**src/rtl/usbrx_pkg.sv**
```systemverilog
package usbrx_pkg;
    typedef enum logic [1:0] {
        ST_OPEN  = 2'd0,
        ST_HELD  = 2'd1,
        ST_SETUP = 2'd2,
        ST_LOCK  = 2'd3
    } rx_state_e;
endpackage

```
**src/rtl/usbrx_store.sv**
```systemverilog
module usbrx_store #(
    parameter int DEPTH = 8,
    parameter int DW    = 8,
    parameter int CW    = 4
) (
    input  logic          clk,
    input  logic          rst_n,
    input  logic          store_en,
    input  logic [DW-1:0] wr_data,
    input  logic          wr_clr,
    input  logic          rd_en,
    input  logic          rd_zero,
    input  logic          rd_clr,
    input  logic          cnt_we,
    input  logic [CW-1:0] cnt_in,
    input  logic          cnt_clr,
    output logic          have_data,
    output logic [DW-1:0] rd_data,
    output logic [CW-1:0] cnt_q
);
    localparam int AW = $clog2(DEPTH);
    localparam int PW = AW + 1;

    logic [DW-1:0] mem [DEPTH];
    logic [PW-1:0] wr_ptr;
    logic [PW-1:0] rd_ptr;
    logic          room;

    assign room      = (wr_ptr < PW'(DEPTH));
    assign have_data = (rd_ptr < wr_ptr);

    always_ff @(posedge clk) begin
        if (store_en && room && !wr_clr)
            mem[wr_ptr[AW-1:0]] <= wr_data;
    end

    always_ff @(posedge clk) begin
        if (!rst_n)
            wr_ptr <= '0;
        else if (wr_clr)
            wr_ptr <= '0;
        else if (store_en && room)
            wr_ptr <= wr_ptr + 1'b1;
    end

    always_ff @(posedge clk) begin
        if (!rst_n) begin
            rd_ptr  <= '0;
            rd_data <= '0;
        end else if (rd_clr) begin
            rd_ptr  <= '0;
            rd_data <= '0;
        end else if (rd_en) begin
            rd_data <= mem[rd_ptr[AW-1:0]];
            rd_ptr  <= rd_ptr + 1'b1;
        end else if (rd_zero) begin
            rd_data <= '0;
        end
    end

    always_ff @(posedge clk) begin
        if (!rst_n || cnt_clr)
            cnt_q <= '0;
        else if (cnt_we)
            cnt_q <= cnt_in;
    end
endmodule

```
**src/rtl/usbrx_ctrl.sv**
```systemverilog
module usbrx_ctrl
    import usbrx_pkg::*;
(
    input  logic clk,
    input  logic rst_n,
    input  logic eng_wr_en,
    input  logic eng_cnt_wr,
    input  logic eng_ack,
    input  logic eng_err,
    input  logic eng_setup,
    input  logic cpu_rd_en,
    input  logic cpu_rd_done,
    input  logic cpu_flush,
    input  logic cpu_clr_end,
    input  logic cpu_clr_unrun,
    input  logic have_data,
    output logic store_en,
    output logic wr_clr,
    output logic rd_en,
    output logic rd_zero,
    output logic rd_clr,
    output logic cnt_we,
    output logic cnt_clr,
    output logic full,
    output logic readable,
    output logic start_lock,
    output logic end_lock,
    output logic ovrun,
    output logic unrun
);
    rx_state_e state_q, state_d;
    logic setup_ev, flush_ev, quiet, fill_st, ovr_hit, und_hit, release_ev;

    assign setup_ev = eng_setup;
    assign flush_ev = cpu_flush && !eng_setup;
    assign quiet    = !setup_ev && !flush_ev;

    always_comb begin
        state_d = state_q;
        if (setup_ev) begin
            state_d = ST_SETUP;
        end else if (flush_ev) begin
            state_d = ST_OPEN;
        end else begin
            unique case (state_q)
                ST_OPEN:  if (eng_ack && !eng_err) state_d = ST_HELD;
                ST_HELD:  if (cpu_rd_done)         state_d = ST_OPEN;
                ST_SETUP: if (eng_ack && !eng_err) state_d = ST_LOCK;
                ST_LOCK:  if (cpu_clr_end)         state_d = ST_HELD;
                default:                           state_d = ST_OPEN;
            endcase
        end
    end

    always_ff @(posedge clk) begin
        if (!rst_n)
            state_q <= ST_OPEN;
        else
            state_q <= state_d;
    end

    always_comb begin
        fill_st    = 1'b0;
        full       = 1'b0;
        start_lock = 1'b0;
        end_lock   = 1'b0;
        unique case (state_q)
            ST_OPEN:  fill_st    = 1'b1;
            ST_HELD:  full       = 1'b1;
            ST_SETUP: begin fill_st = 1'b1; start_lock = 1'b1; end
            ST_LOCK:  end_lock   = 1'b1;
            default:  fill_st    = 1'b0;
        endcase
        readable   = full && have_data;
        release_ev = full && cpu_rd_done && quiet;
        store_en   = eng_wr_en && fill_st && quiet && !eng_err;
        ovr_hit    = eng_wr_en && !fill_st && quiet;
        cnt_we     = eng_cnt_wr && fill_st && quiet && !eng_err;
        rd_en      = cpu_rd_en && readable && quiet;
        und_hit    = cpu_rd_en && !readable && !start_lock && !end_lock && quiet;
        rd_zero    = cpu_rd_en && !rd_en;
        rd_clr     = setup_ev || flush_ev || release_ev;
        wr_clr     = rd_clr || (fill_st && eng_err);
        cnt_clr    = wr_clr;
    end

    always_ff @(posedge clk) begin
        if (!rst_n) begin
            ovrun <= 1'b0;
            unrun <= 1'b0;
        end else begin
            if (setup_ev || flush_ev)
                ovrun <= 1'b0;
            else if (ovr_hit)
                ovrun <= 1'b1;
            if (flush_ev || cpu_clr_unrun)
                unrun <= 1'b0;
            else if (und_hit)
                unrun <= 1'b1;
        end
    end
endmodule

```
**src/rtl/usb_rx_setup_fifo.sv**
```systemverilog
module usb_rx_setup_fifo #(
    parameter int DEPTH = 8,
    parameter int DW    = 8,
    parameter int CW    = 4
) (
    input  logic          clk,
    input  logic          rst_n,
    input  logic          eng_wr_en,
    input  logic [DW-1:0] eng_wr_data,
    input  logic          eng_cnt_wr,
    input  logic [CW-1:0] eng_cnt,
    input  logic          eng_ack,
    input  logic          eng_err,
    input  logic          eng_setup,
    input  logic          cpu_rd_en,
    input  logic          cpu_rd_done,
    input  logic          cpu_flush,
    input  logic          cpu_clr_end,
    input  logic          cpu_clr_unrun,
    output logic [DW-1:0] cpu_rd_data,
    output logic [CW-1:0] cpu_cnt,
    output logic          full,
    output logic          empty,
    output logic          ovrun,
    output logic          unrun,
    output logic          start_lock,
    output logic          end_lock
);
    logic store_en, wr_clr, rd_en, rd_zero, rd_clr, cnt_we, cnt_clr;
    logic have_data, readable;
    logic [CW-1:0] cnt_q;

    usbrx_ctrl u_ctrl (
        .clk(clk), .rst_n(rst_n),
        .eng_wr_en(eng_wr_en), .eng_cnt_wr(eng_cnt_wr), .eng_ack(eng_ack),
        .eng_err(eng_err), .eng_setup(eng_setup),
        .cpu_rd_en(cpu_rd_en), .cpu_rd_done(cpu_rd_done), .cpu_flush(cpu_flush),
        .cpu_clr_end(cpu_clr_end), .cpu_clr_unrun(cpu_clr_unrun),
        .have_data(have_data),
        .store_en(store_en), .wr_clr(wr_clr), .rd_en(rd_en), .rd_zero(rd_zero),
        .rd_clr(rd_clr), .cnt_we(cnt_we), .cnt_clr(cnt_clr),
        .full(full), .readable(readable), .start_lock(start_lock),
        .end_lock(end_lock), .ovrun(ovrun), .unrun(unrun)
    );

    usbrx_store #(.DEPTH(DEPTH), .DW(DW), .CW(CW)) u_store (
        .clk(clk), .rst_n(rst_n),
        .store_en(store_en), .wr_data(eng_wr_data), .wr_clr(wr_clr),
        .rd_en(rd_en), .rd_zero(rd_zero), .rd_clr(rd_clr),
        .cnt_we(cnt_we), .cnt_in(eng_cnt), .cnt_clr(cnt_clr),
        .have_data(have_data), .rd_data(cpu_rd_data), .cnt_q(cnt_q)
    );

    assign empty   = !readable;
    assign cpu_cnt = full ? cnt_q : '0;
endmodule

```
**config.mk**
```make
export PLATFORM = sky130hd
export DESIGN_NAME = usb_rx_setup_fifo
export DESIGN_NICKNAME = d
export VERILOG_FILES = /design/src/rtl/usbrx_pkg.sv /design/src/rtl/usbrx_store.sv /design/src/rtl/usbrx_ctrl.sv /design/src/rtl/usb_rx_setup_fifo.sv
export SDC_FILE = /design/constraint.sdc
export NUM_CORES = 1
export LEC_CHECK = 0
export BUFFER_PORTS_ARGS = -buffer_cell sky130_fd_sc_hd__buf_4
export CAP_MARGIN = 0
export CORE_ASPECT_RATIO = 0.8
export CORE_MARGIN = 1.5
export CORE_UTILIZATION = 45
export CTS_CLUSTER_SIZE = 16
export DETAILED_ROUTE_END_ITERATION = 8
export SKIP_LAST_GASP = 1
export SLEW_MARGIN = 20
export SYNTH_ARGS = -nofsm -noshare
export SYNTH_HDL_FRONTEND = slang
export SYNTH_SLANG_ARGS = --single-unit
```
**constraint.sdc**
```tcl
create_clock -name clk -period 4.1 [get_ports clk]
set_clock_uncertainty 0.15 [all_clocks]
set_input_delay 1.23 -clock clk [delete_from_list [all_inputs] [get_ports clk]]
set_output_delay 1.23 -clock clk [all_outputs]
set_load 0.01 [all_outputs]
```
# Word level (Yosys, flattened, before mapping)
# Memory sizes are Yosys's and may differ from the RTL's. A register that Yosys moved wholly into a read port is not among the register bits.
# Index checks and enable logic that the tools add are counted.
# word_totals
register_bits	24
mem_bits_rw	64
inputBits	24
output_inout_bits	18
word_cells	92
mem_count	1
# classes
add_sub_neg	2
order_cmp	2
n_eq_ne	11
mux	18
n_bitwise	1
n_reduce_logical	49
# mem_list
memory	words	word_bits	rd	rd_clocked_by_memory_dff	write_ports	line	rtl
u_store.mem	8	8	1	1	1	usbrx_store.sv:24	logic [DW-1:0] mem [DEPTH];
# op_table
op	count
logical AND 1 bit	24
two-way mux 8 bit	2
two-way mux 2 bit	6
logical NOT 1 bit	10
OR reduction 2 bit	5
adder 4 x 1 -> 4 bit, second input constant	2
!= test 4 x 2 -> 1 bit, second input constant	2
!= test 4 x 3 -> 1 bit, second input constant	2
case mux 2 bit (4 select lines)	1
AND reduction 4 bit	2
two-way mux 1 bit	6
two-way mux 3 bit	2
logical OR 1 bit	5
== test 2 bit, second input constant	2
< comparator 4 bit	1
< comparator 4 bit, second input constant	1
two-way mux 4 bit	1
!= test 2 x 1 -> 1 bit, second input constant	2
!= test 2 bit, second input constant	2
OR reduction 3 bit	1
== test 2 x 1 -> 1 bit, second input constant	1
logical NOT 2 bit	1
nonzero test 2 bit	1
inverter 1 bit	1

# Longest topological paths before layout
# Gate-level depths: netlist of run 1.
# logic_depth
ltp_word	11
depth_mapped	7
mapped_depth_nobuf	6

# By module
# A second synthesis of run 1 with hierarchy kept.
# unflattened
cells_unflattened	254
hier_area_um2	3689.8
# by_module_without_submodules
module	n_inst	cells_per_inst	area_per_inst_um2	seq_area_each_um2
usbrx_store	1	216	3412.0	2382.3
usbrx_ctrl	1	33	249.0	80.1
usb_rx_setup_fifo	1	5	28.8	0.0

# Worst setup path after synthesis of run 1
# Ideal clock, no wire load.
# synth_timing
path_type	in2reg
from	input cpu_flush
to	memory u_store.mem[2][0], enable pin
setup_ns	0.395
arrival_ns	2.853
slack_ns	0.703
stages	4
n_path_buf	0
path_cell_list	nor2_1 nand3_1 or2_2 nor4_1
# synth_between
elab_chain_len	10
word_cells_on_any_way	14
# synth_rtl
element	line	rtl
from (decl)	usb_rx_setup_fifo.sv:17	input logic cpu_flush,
logical AND 1 bit *	usbrx_ctrl.sv:35	assign flush_ev = cpu_flush && !eng_setup;
logical NOT 1 bit	usbrx_ctrl.sv:36	assign quiet = !setup_ev && !flush_ev;
logical AND 1 bit	usbrx_ctrl.sv:36	
logical AND 1 bit	usbrx_ctrl.sv:75	release_ev = full && cpu_rd_done && quiet;
logical OR 1 bit	usbrx_ctrl.sv:82	rd_clr = setup_ev || flush_ev || release_ev;
logical OR 1 bit	usbrx_ctrl.sv:83	wr_clr = rd_clr || (fill_st && eng_err);
logical NOT 1 bit	usbrx_store.sv:33	if (store_en && room && !wr_clr)
logical AND 1 bit *	usbrx_store.sv:33	
two-way mux 1 bit *	usbrx_store.sv:33	
two-way mux 1 bit (implied by the code) *	usbrx_store.sv:34	mem[wr_ptr[AW-1:0]] <= wr_data;
to (decl)	usbrx_store.sv:24	
# Mark *: on every way between the ends. The rest lies on a longest branch, timed or not.

# Final worst setup path of run 1
# layout_timing
from	register u_store.wr_ptr[1]
to	output empty
# layout_between
elab_chain_len	3
# layout_rtl
element	line	rtl
from (decl)	usbrx_store.sv:25	logic [PW-1:0] wr_ptr;
from (signal assigned)	usbrx_store.sv:43	wr_ptr <= wr_ptr + 1'b1;
< comparator 4 bit	usbrx_store.sv:30	assign have_data = (rd_ptr < wr_ptr);
logical AND 1 bit	usbrx_ctrl.sv:74	readable = full && have_data;
logical NOT 1 bit	usb_rx_setup_fifo.sv:54	assign empty = !readable;
to (decl)	usb_rx_setup_fifo.sv:23	output logic empty,
# No other way between the ends.

==> flow_summary.toml, run 1 <==
[critical_path]
arrival_ns = 2.20
max_stage_delay_ns = 0.54
path_delay_family = "simple AND/OR/NAND/NOR gates"
start_kind = "flop"
critical_path_depth = 6
cp-startpoint = "u_store.wr_ptr[1]"
r2r_setup_slack_ns = 1.60
path_max_fanout = 11
crit_required_ns = 2.72
path_cells = "inv_1 > ha_1 > o211ai_1 > nor2_1 > or2_2 > buf_4"
cp_slowest_cell = "dfxtp_1"
r2r_cells = 6
rr_endpoint = "u_store.rd_ptr[3]"
path_buf_inv = 2
reg2reg_from = "u_store.wr_ptr[2]"
worstSetupEndpointType = "primary output"
crit_type = "flop to primary output"
crit_end = "empty"

[place]
gp_congestion = 0.731
post-dp-hpwl_um = 4620
placed_cell_area_um2 = 4120
portBuffers = 41

[synthesis]
syn_area_um2 = 3590
yosys_warnings = 0
yosys.area.top_type = "edfxtp_1"
synth-main-ff-cell = "edfxtp_1"
synthTopCellsByCount = "64 x edfxtp_1, 27 x dfxtp_1, 16 x mux4_2, 14 x nor2_1, 10 x a21oi_1"
synth_top_family_by_area = "multiplexers"
muxShareOfSynthArea = 0.139
synth_cell_type_count = 40
avgSynthCellArea_um2 = 16.2
ys_ff_latch = 91
synth_compound_area_frac = 0.0529
synth_adder_area_share = 0.0174
yosysMostFrequentCell = "edfxtp_1"
postSynthNetCount = 251
synth-simple-area-share = 0.0857
synthCells = 222
synthArstFlopShare = 0
synth.area.top_cells = "edfxtp_1 54%, dfxtp_1 15%, mux4_2 10%"
yosysTopAreaCellShare = 0.535
synth_edf_count = 64
synth_seq_area_share = 0.685
synth_xor_area_frac = 0.00244

[sta]
drv_slew = 0
period_needed_ns = 3.58
fmax_mhz = 279
worst_pin_slew_ns = 0.828
rsz0062_at_grt = "no"
relSlewSlack = 0.446
fin_crit_sh = 0.873
finalSetupTns_ns = 0
setup_viol = 0
final_hold_viol_count = 0

[layout]
final_cell_area_um2 = 4300
nets = 306
antenna_cells = 0
syn_to_final_growth_pct = 19.8
drive_above_1_share = 0.355

[power_and_ir_drop]
p_per_area_nw_per_um2 = 372
power.leakage_nw = 1.48
peakVddDrop_mv = 0.253

[clocking]
clk_pin_slew_ns = 0.09
cts_tree = "yes"
h-tree-depth = 3
cts_buffers = 9
clk_latency_ns = 0.34
post_cts_buffers = 0
clockBufferDepth = 2
ctsResizeCount = 0
cts_sinks = 91
ctsRootBufferMaster = "clkbuf_8"
cts_hold_buf = 0

[floorplanning]
die_x_um = 103
core_um2 = 7570
die_h_um = 82.9
rows = 28
die_area_um2 = 8530
io_pins = 42
start_util = 0.475

[global_route]
grt_use_met1 = 0.266
grt_usage = 0.177
grt_pass1_wl_um = 10900
grt_overflow = 0
grt_max_degree = 17
grt_pass1_vias = 1984
use_met3 = 0.0556
grt_antenna_before_repair = 0
globalRouteMet2Util = 0.254
grt-busiest-layer = "met1"

[detailed_routing]
dr_total_vias = 2010
ant_nets = 0
drtIter0Drc = 96
wl_um = 7000
wl_per_cell_um = 18.1
drc_errors = 0
via_per_inst = 5.19
drt_first_pass_iters = 4

[job]
drv_cap = 0

[run_status]
status = "finished, final reports clean"

[hold_path]
hold_path_class = "flop to flop"
==> kinds of logic after synthesis <==
logic type / Yosys count
AOI/OAI and AO/OA: 28
xor gates and xnor gates: 1
adders and majority gates: 5
buffers and inverters: 15
DFF: 91
muxes: 29
and+or+nand+nor: 53
==> layer usage <==
layer  share of wire  vias up
li1                -      982
met3           0.048        2
met2            0.46       42
met1            0.49      984
met4          0.0041        0
met5               0        -
==> registers in the layout, indices dropped and copies added (netlist names), named ones only <==
name,cells
u_store.mem,64
u_ctrl.unrun,1
u_store.rd_data,8
u_store.cnt_q,4
u_store.wr_ptr,4
u_ctrl.state_q,2
u_store.rd_ptr,4
u_ctrl.ovrun,1
==> tightest hold or removal path: stages, from the launching register on <==
cell and delay, ns:
dfxtp_1 0.32, inv_1 0.05, a21oi_1 0.05
==> worst min-delay path by stage <==
stage	slack [ns]	end	depth (start not counted)	from
floorplan	0.30	u_store.cnt_q[0]	2	u_store.cnt_q[0]
global placement	0.28	u_ctrl.unrun	2	u_ctrl.unrun
detailed placement	0.29	u_ctrl.unrun	2	u_ctrl.unrun
CTS	0.31	u_ctrl.unrun	2	u_ctrl.unrun
global route	0.33	u_ctrl.unrun	2	u_ctrl.unrun
finish	0.30	u_ctrl.unrun	2	u_ctrl.unrun
==> metrics by stage <==
stage | total power [W] | hold WS, ns | setup slack (ns) | cells | util
after detailed placement | 0.00105 | 0.295 | 0.770 | 371 | 0.544
after global routing | 0.00167 | 0.329 | 0.343 | 387 | 0.569
final | 0.00160 | 0.304 | 0.522 | 387 | 0.569
after CTS | 0.00163 | 0.310 | 0.533 | 387 | 0.569
after floorplan | 0.00102 | 0.305 | 0.703 | 222 | -
after global placement | 0.00105 | 0.283 | 0.869 | 371 | 0.544
==> cells in the final DEF, fill, tap and decap left out, types with 2 or more instances in the layout <==
cell	instances
edfxtp_1	64
nand4_1	2
nand3_1	3
nand3b_1	2
inv_1	7
a21oi_1	10
and2_1	6
dfxtp_1	27
mux2i_1	5
nor4_2	6
clkbuf_8	9
nand2_1	4
or4_1	2
o31ai_1	2
clkinvlp_4	2
mux4_2	16
buf_4	52
a22o_1	8
o21ai_0	3
or2_2	2
clkbuf_1	2
nor2_1	14
ha_1	5
mux2_2	8
==> power by group <==
part	switching [W]	internal [W]	leakage, nW
Combinational	0.0000234	0.0000222	0.601
Sequential	0.00000140	0.000982	0.793
Clock	0.000294	0.000279	0.0870
Total	0.000319	0.00128	1.48
==> layout make-up <==
cell class	instances	area (um2)
multi-input cells	116	1110
clock inverters	5	53.8
well taps	105	131
clock buffers	11	131
inverters	7	26.3
flip-flops and latches	91	2460
fillers	630	3260
repair buffers	52	390
Note: power is estimated with default switching activity, not from simulation.
==> inputs of run 2 (changes only) <==
Settings changed: CORE_MARGIN 1.5 to 3.
==> flow_summary.toml, run 2 (synthesis gave the netlist of run 1 again) <==
[run_status]
status = "finished, final reports clean"

[global_route]
grt_use_met1 = 0.218
grt_pass1_vias = 1960
use_met3 = 0.0414
globalRouteMet2Util = 0.234
grt_usage = 0.156
grt_pass1_wl_um = 10400
grt_antenna_before_repair = 0
grt_max_degree = 17
grt-busiest-layer = "met2"
grt_overflow = 0

[detailed_routing]
wl_per_cell_um = 16.8
drt_first_pass_iters = 4
drc_errors = 0
dr_total_vias = 1994
wl_um = 6500
via_per_inst = 5.15
ant_nets = 0
drtIter0Drc = 65

[floorplanning]
die_x_um = 106
start_util = 0.475
die_area_um2 = 9100
rows = 28
core_um2 = 7570
die_h_um = 85.9
io_pins = 42

[critical_path]
start_kind = "flop"
cp_slowest_cell = "dfxtp_1"
cp-startpoint = "u_store.wr_ptr[1]"
crit_required_ns = 2.72
max_stage_delay_ns = 0.50
reg2reg_from = "u_store.wr_ptr[2]"
path_cells = "inv_1 > ha_1 > o211ai_1 > nor2_1 > or2_2 > buf_4"
arrival_ns = 2.19
crit_type = "flop to primary output"
path_max_fanout = 11
worstSetupEndpointType = "primary output"

[layout]
layout_commonest_cell = "edfxtp_1"
drive_above_1_share = 0.340
syn_to_final_growth_pct = 18.4
nets = 306
final_cell_area_um2 = 4250
antenna_cells = 0
mostFrequentLayoutCells = "64 x edfxtp_1, 52 x buf_4, 27 x dfxtp_1"
largest_reg_flops = 64

[sta]
drv_slew = 0
finalSetupTns_ns = 0
fmax_mhz = 280
relSlewSlack = 0.438
final_hold_viol_count = 0
fin_crit_sh = 0.871
setup_viol = 0
period_needed_ns = 3.57
rsz0062_at_grt = "no"
worst_pin_slew_ns = 0.842

[hold_path]
hold_path_class = "flop to flop"
min_from = "u_ctrl.unrun"

[power_and_ir_drop]
power.leakage_nw = 1.47
p_per_area_nw_per_um2 = 361
peakVddDrop_mv = 0.217

[clocking]
post_cts_buffers = 0
clockBufferDepth = 2
cts_hold_buf = 0
h-tree-depth = 3
cts_sinks = 91
ctsRootBufferMaster = "clkbuf_8"
clk_latency_ns = 0.35
ctsResizeCount = 0
clk_pin_slew_ns = 0.08
cts_buffers = 9
cts_tree = "yes"

[place]
portBuffers = 41
placed_cell_area_um2 = 4090
gp_congestion = 0.777
post-dp-hpwl_um = 4500

[job]
drv_cap = 0
[run 2: changes by cell type in the layout (fill, tap and decap cells not counted), sizes merged]
cell,delta
bufinv,-1
clkinv,+1
[run 2: area by class of cell]
type	count	area (um2)
clock buffer	11	131
clock inverter	5	30.0
fill	644	3310
inverter	7	26.3
multi-input combinational	116	1080
sequential	91	2460
tap	105	131
timing repair buffer	52	390
[run 2: path summary, 6_finish.rpt]
path	depth (start not counted)	slack (ns)	to
max reg2reg	6	1.61	u_store.rd_ptr[3]
min	2	0.30	u_ctrl.unrun
min reg2reg	2	0.30	u_ctrl.unrun
max	6	0.53	empty
[run 2: through the flow]
step                setup slack, ns  std cells   util  hold slack (ns)  power, W
finish                        0.527        387  0.562            0.304   0.00153
global route                  0.452        387  0.562            0.337   0.00161
CTS                           0.591        387  0.562            0.311   0.00155
detailed placement            0.832        371  0.541            0.293   0.00105
global placement              0.907        371  0.541            0.283   0.00105
floorplan                     0.703        222      -            0.305   0.00102
[run 2: power breakdown]
| group | total [W] | internal (W) | switching (W) |
|---|---|---|---|
| clock | 0.000506 | 0.000217 | 0.000289 |
| combinational | 0.0000448 | 0.0000221 | 0.0000227 |
| sequential | 0.000983 | 0.000982 | 0.00000146 |
[run 2: routing by layer]
| layer | part of all wire | vias to the layer above |
|---|---|---|
| li1 | - | 982 |
| met1 | 0.50 | 973 |
| met2 | 0.46 | 29 |
| met3 | 0.037 | 10 |
| met4 | 0.013 | 0 |
| met5 | 0 | - |
[run 2: critical path, delay by kind of cell, from the launching register on]
| family | cells | cell delay (ns) |
|---|---|---|
| DFF | 1 | 0.50 |
| and+or+nand+nor | 2 | 0.70 |
| AOI/OAI and AO/OA | 1 | 0.09 |
| buffers and inverters | 2 | 0.26 |
| adders and majority gates | 1 | 0.30 |
